### config.mk
export PLATFORM = sky130hd
export DESIGN_NAME = e1_ais_inserter
export DESIGN_NICKNAME = d
export VERILOG_FILES = /design/src/rtl/e1_ais_pkg.sv /design/src/rtl/defect_sync.sv /design/src/rtl/ais_request.sv /design/src/rtl/ais_channel.sv /design/src/rtl/e1_ais_inserter.sv
export SDC_FILE = /design/constraint.sdc
export NUM_CORES = 1
export LEC_CHECK = 0
export BUFFER_PORTS_ARGS = -buffer_cell sky130_fd_sc_hd__buf_4
export CAP_MARGIN = 25
export CORE_AREA = 5 5 170 172
export CTS_BUF_LIST = sky130_fd_sc_hd__clkbuf_16
export CTS_CLUSTER_DIAMETER = 150
export DETAILED_ROUTE_END_ITERATION = 7
export DIE_AREA = 0 0 175 177
export GPL_ROUTABILITY_DRIVEN = 0
export GPL_TIMING_DRIVEN = 0
export PLACE_DENSITY = 0.74
export SLEW_MARGIN = 10
export SYNTH_ARGS = -nofsm -noshare
export SYNTH_HDL_FRONTEND = slang
export SYNTH_SLANG_ARGS = --single-unit
### constraint.sdc
create_clock -name clk -period 2.25 [get_ports clk]
set_clock_uncertainty 0.2 [all_clocks]
set_input_delay 0 -clock clk [delete_from_list [all_inputs] [get_ports clk]]
set_output_delay 0 -clock clk [all_outputs]
set_load 0.01 [all_outputs]
### src/rtl/e1_ais_pkg.sv
package e1_ais_pkg;

  localparam int unsigned DEFECT_COUNT = 5;

  // Bit order inside the vector is local to this block only.
  typedef struct packed {
    logic line_ais;
    logic lof;
    logic los;
    logic sd;
    logic sf;
  } defect_set_t;

  // True when at least one defect flag is declared.
  function automatic logic any_defect(input defect_set_t d);
    return |d;
  endfunction

  // Insertion request: the global enable gates the defect summary.
  function automatic logic insert_request(input logic enable, input defect_set_t d);
    return enable & any_defect(d);
  endfunction

endpackage

### src/rtl/defect_sync.sv
module defect_sync #(
  parameter int unsigned WIDTH  = 5,
  parameter int unsigned STAGES = 2
) (
  input  logic             clk,
  input  logic             rst_n,
  input  logic [WIDTH-1:0] async_in,
  output logic [WIDTH-1:0] sync_out
);

  logic [WIDTH-1:0] chain [STAGES];

  generate
    for (genvar s = 0; s < STAGES; s++) begin : g_stage
      if (s == 0) begin : g_first
        always_ff @(posedge clk or negedge rst_n) begin
          if (!rst_n) chain[0] <= '0;
          else        chain[0] <= async_in;
        end
      end else begin : g_next
        always_ff @(posedge clk or negedge rst_n) begin
          if (!rst_n) chain[s] <= '0;
          else        chain[s] <= chain[s-1];
        end
      end
    end
  endgenerate

  assign sync_out = chain[STAGES-1];

endmodule

### src/rtl/ais_request.sv
module ais_request
  import e1_ais_pkg::*;
(
  input  logic        enable,
  input  defect_set_t defects_sync,
  output logic        req
);

  always_comb begin
    req = insert_request(enable, defects_sync);
  end

endmodule

### src/rtl/ais_channel.sv
module ais_channel #(
  parameter int unsigned FRAME_BITS = 256
) (
  input  logic clk,
  input  logic rst_n,
  input  logic bit_stb,
  input  logic req,
  input  logic din,
  output logic dout,
  output logic ais,
  output logic frame_end
);

  localparam int unsigned CW = (FRAME_BITS > 1) ? $clog2(FRAME_BITS) : 1;
  localparam logic [CW-1:0] LAST_BIT = CW'(FRAME_BITS - 1);

  logic [CW-1:0] bit_pos;

  // Counter step: wrap at the frame's last bit.
  function automatic logic [CW-1:0] next_pos(input logic [CW-1:0] p);
    return (p == LAST_BIT) ? '0 : p + 1'b1;
  endfunction

  assign frame_end = bit_stb && (bit_pos == LAST_BIT);

  always_ff @(posedge clk or negedge rst_n) begin
    if (!rst_n) begin
      bit_pos <= '0;
      ais     <= 1'b0;
    end else begin
      if (bit_stb)   bit_pos <= next_pos(bit_pos);
      if (frame_end) ais     <= req;
    end
  end

  always_comb begin
    dout = ais ? 1'b1 : din;
  end

endmodule

### src/rtl/e1_ais_inserter.sv
module e1_ais_inserter
  import e1_ais_pkg::*;
#(
  parameter int unsigned NUM_CH      = 28,
  parameter int unsigned FRAME_BITS  = 256,
  parameter int unsigned SYNC_STAGES = 2
) (
  input  logic              clk,
  input  logic              rst_n,
  input  logic              cfg_auto_ais_en,
  input  logic              dfct_sf,
  input  logic              dfct_sd,
  input  logic              dfct_los,
  input  logic              dfct_lof,
  input  logic              dfct_line_ais,
  input  logic [NUM_CH-1:0] bit_stb,
  input  logic [NUM_CH-1:0] tx_data_in,
  output logic [NUM_CH-1:0] tx_data_out,
  output logic [NUM_CH-1:0] ais_active
);

  defect_set_t       defects_raw;
  defect_set_t       defects_sync;
  logic              ais_req;
  logic [NUM_CH-1:0] frame_end;

  assign defects_raw = '{line_ais: dfct_line_ais, lof: dfct_lof, los: dfct_los,
                         sd: dfct_sd, sf: dfct_sf};

  defect_sync #(
    .WIDTH  (DEFECT_COUNT),
    .STAGES (SYNC_STAGES)
  ) u_sync (
    .clk      (clk),
    .rst_n    (rst_n),
    .async_in (defects_raw),
    .sync_out (defects_sync)
  );

  ais_request u_req (
    .enable       (cfg_auto_ais_en),
    .defects_sync (defects_sync),
    .req          (ais_req)
  );

  generate
    for (genvar c = 0; c < NUM_CH; c++) begin : g_ch
      ais_channel #(
        .FRAME_BITS (FRAME_BITS)
      ) u_ch (
        .clk       (clk),
        .rst_n     (rst_n),
        .bit_stb   (bit_stb[c]),
        .req       (ais_req),
        .din       (tx_data_in[c]),
        .dout      (tx_data_out[c]),
        .ais       (ais_active[c]),
        .frame_end (frame_end[c])
      );
    end
  endgenerate

endmodule

==> impl_metrics.csv <==
group,metric,value,unit
place,placed_cells,1568,
global_route,grt_max_degree,107,
global_route,antenna_found_initial,1,
clocking,cts.path.max_buffers,3,
power_and_ir_drop,ir_drop,0.623,mV
logic_synthesis,synth_edf_count,0,
clocking,numCtsBuffers,29,
power_and_ir_drop,p_per_area,1060,nW/um^2
logic_synthesis,netlist.area_leader.share,53.6,%
clocking,cts_root_buf,"clkbuf_16",
place,hpwl,14.8,mm
logic_synthesis,async_reset_ff_share,100,%
run_status,status,"complete, no violations",
place,io_buffers,118,
floorplan,start_util,44.8,%
logic_synthesis,synth.avg_cell_area,11.1,um^2
clocking,hold_buffers,41,
clocking,path_clk_slew,50,ps
logic_synthesis,syn-instance-count,1102,
logic_synthesis,yosysMostFrequentCell,"dfrtp_1",
logic_synthesis,ys_warn_count,0,
finish,final_cell_count_no_fill,1660,
sta,final_max_slew_viol_count,0,
clocking,cts_setup_buffers,0,
global_route,grt_usage,14.6,%
sta,fin_crit,1980,ps
power_and_ir_drop,static-leakage-power,6.82,nW
sta,worstMarginPinSlew,548,ps
sta,slew_headroom,63.4,%
clocking,cts_tree,"yes",
clocking,cts_resized,0,
finish,areaGrowthSynthToFinish,22.0,%
routing,vias,8624,
worst_setup_path,path_class,"register to register",
global_route,grt_pass1_wl,39.2,mm
worst_setup_path,arrival,2190,ps
floorplan,rows,61,
sta,hold_violations,0,
routing,viasPerCell,5.20,
clocking,htreeDepth,1,
sta,finalCritPeriodShare,88.2,%
logic_synthesis,synth_ff_type,"dfrtp_1",
logic_synthesis,synth_nets,1194,
logic_synthesis,ys_ff_latch,262,
sta,rsz0062_at_grt,"false",
place,dpl-instance-area,13600,um^2
floorplan,dieHeight,177,um
floorplan,dieWidth,175,um
routing,ant_nets,0,
floorplan,coreArea,27300,um^2
routing,dr.pass1.iters,5,
clocking,cts.sinks,262,
finish,design_area,14900,um^2
logic_synthesis,synthTopCellsByArea,"dfrtp_1, xnor2_1, mux2_2",
worst_setup_path,start_kind,"register",
finish,fillerInstances,2289,
finish,final_layout_size_suffix_gt1_share,23.2,%
floorplan,ios,120,
global_route,grt_pass1_vias,8607,
worst_setup_path,worstPathRequired,2450,ps
routing,drt_wl_total,22.4,mm
worst_setup_path,endpoint_kind,"register",
logic_synthesis,synth_common_cells,"dfrtp_1, xnor2_1, nand2_1",
logic_synthesis,syn_area,12200,um^2
sta,hold-worst-slack,53.9,ps
logic_synthesis,synth_area_leader_cell,"dfrtp_1",
routing,drc,0,
min_path,hp-class,"primary input to register",
finish,nets,1386,
routing,drt_iter0_markers,403,
logic_synthesis,synth_cell_types,45,
floorplan,dieArea,31000,um^2
worst_setup_path,critPathMaxFanout,5,
logic_synthesis,yosysSeqAreaShare,53.6,%
sta,setup_viol,0,
flow_run,maxCapViolCount,0,
clocking,clk_latency,540,ps
routing,post_drt_wl_per_cell,13.5,um
sta,timing.fmax,0.504,GHz
global_route,grt_overflow,0,
-- placed cells by master (no fill, tap or decap), types with 14 or more instances in the layout --
| cell | n |
|---|---|
| a21oi_1 | 41 |
| and3_1 | 35 |
| and4_1 | 24 |
| buf_4 | 173 |
| clkbuf_16 | 29 |
| dfrtp_1 | 262 |
| dlygate4sd3_1 | 41 |
| ha_1 | 28 |
| inv_1 | 41 |
| mux2_2 | 53 |
| nand2_1 | 81 |
| nand3_1 | 36 |
| nand4_1 | 69 |
| nor2_1 | 60 |
| nor3_1 | 14 |
| o21ai_0 | 57 |
| or2_2 | 28 |
| or3_1 | 35 |
| xnor2_1 | 107 |
| xor2_1 | 20 |
-- worst max-delay path: stages, from the launching register on --
cell	delay [ps]
dfrtp_1	440
ha_1	230
nand4_1	180
nor4_2	430
mux2_2	390
-- routing by layer --
layer	vias to the layer above	global-route usage, %	part of all wire (%)
met5	-	0	0
met4	0	3.60	2.0
met3	35	2.93	4.3
met2	152	25.2	49
met1	4190	19.0	45
li1	4247	-	-
-- path summary, 6_finish.rpt --
path / start / endpoint / slack (ps) / cells past startpoint
setup / recovery: g_ch[12].u_ch.bit_pos[0] / g_ch[12].u_ch.ais / 270 / 4
hold / removal: bit_stb[4] / g_ch[4].u_ch.bit_pos[0] / 50 / 3
setup reg to reg: g_ch[12].u_ch.bit_pos[0] / g_ch[12].u_ch.ais / 270 / 4
hold reg to reg: u_sync.chain[5] / u_sync.sync_out[0] / 150 / 0
max in group asynchronous: rst_n / g_ch[9].u_ch.bit_pos[7] / 650 / 4
min in group asynchronous: rst_n / g_ch[22].u_ch.bit_pos[2] / 300 / 3
-- where the power goes --
group	internal, mW	switching, mW	leakage (nW)	total, mW
clock network	2.65	1.81	0.479	4.46
registers	6.30	1.70	3.23	8.00
logic	1.91	1.49	3.11	3.40
-- cell type report --
cell class              instances  area, um^2  area share (%)
flip-flops and latches        262        6560            43.9
multi-input cells             748        5110            34.2
well taps                     346         433            2.90
clock inverters                21         166            1.12
repair buffers                161        1360            9.10
inverters                      30         113           0.755
plain buffers                  62         458            3.07
diodes                          1        2.50          0.0168
clock buffers                  29         726            4.86
-- kinds of logic after synthesis --
logic type	share of synthesized area, %
simple gates	17.5
flops	53.6
compound gates	6.80
xor+xnor	9.09
buf+inv	4.66
mux	5.49
fa+ha+maj	2.86
-- per-stage QoR --
step | setup slack, ps | power, mW | TNS [ps] | util (%)
floorplan | 464 | 10.3 | 0 | -
global placement | -1230 | 11.1 | -312260 | 49.6
detailed placement | 311 | 11.4 | 0 | 49.8
CTS | 293 | 16.1 | 0 | 54.6
global route | 103 | 17.1 | 0 | 54.6
finish | 265 | 15.9 | 0 | 54.6
-- flip-flops by register name, indices dropped and copies added, names as in the netlist --
register / cells
g_ch.u_ch.bit_pos: 224
g_ch.u_ch.ais: 28
u_sync.chain: 5
u_sync.sync_out: 5
(Power assumes the default switching activity.)
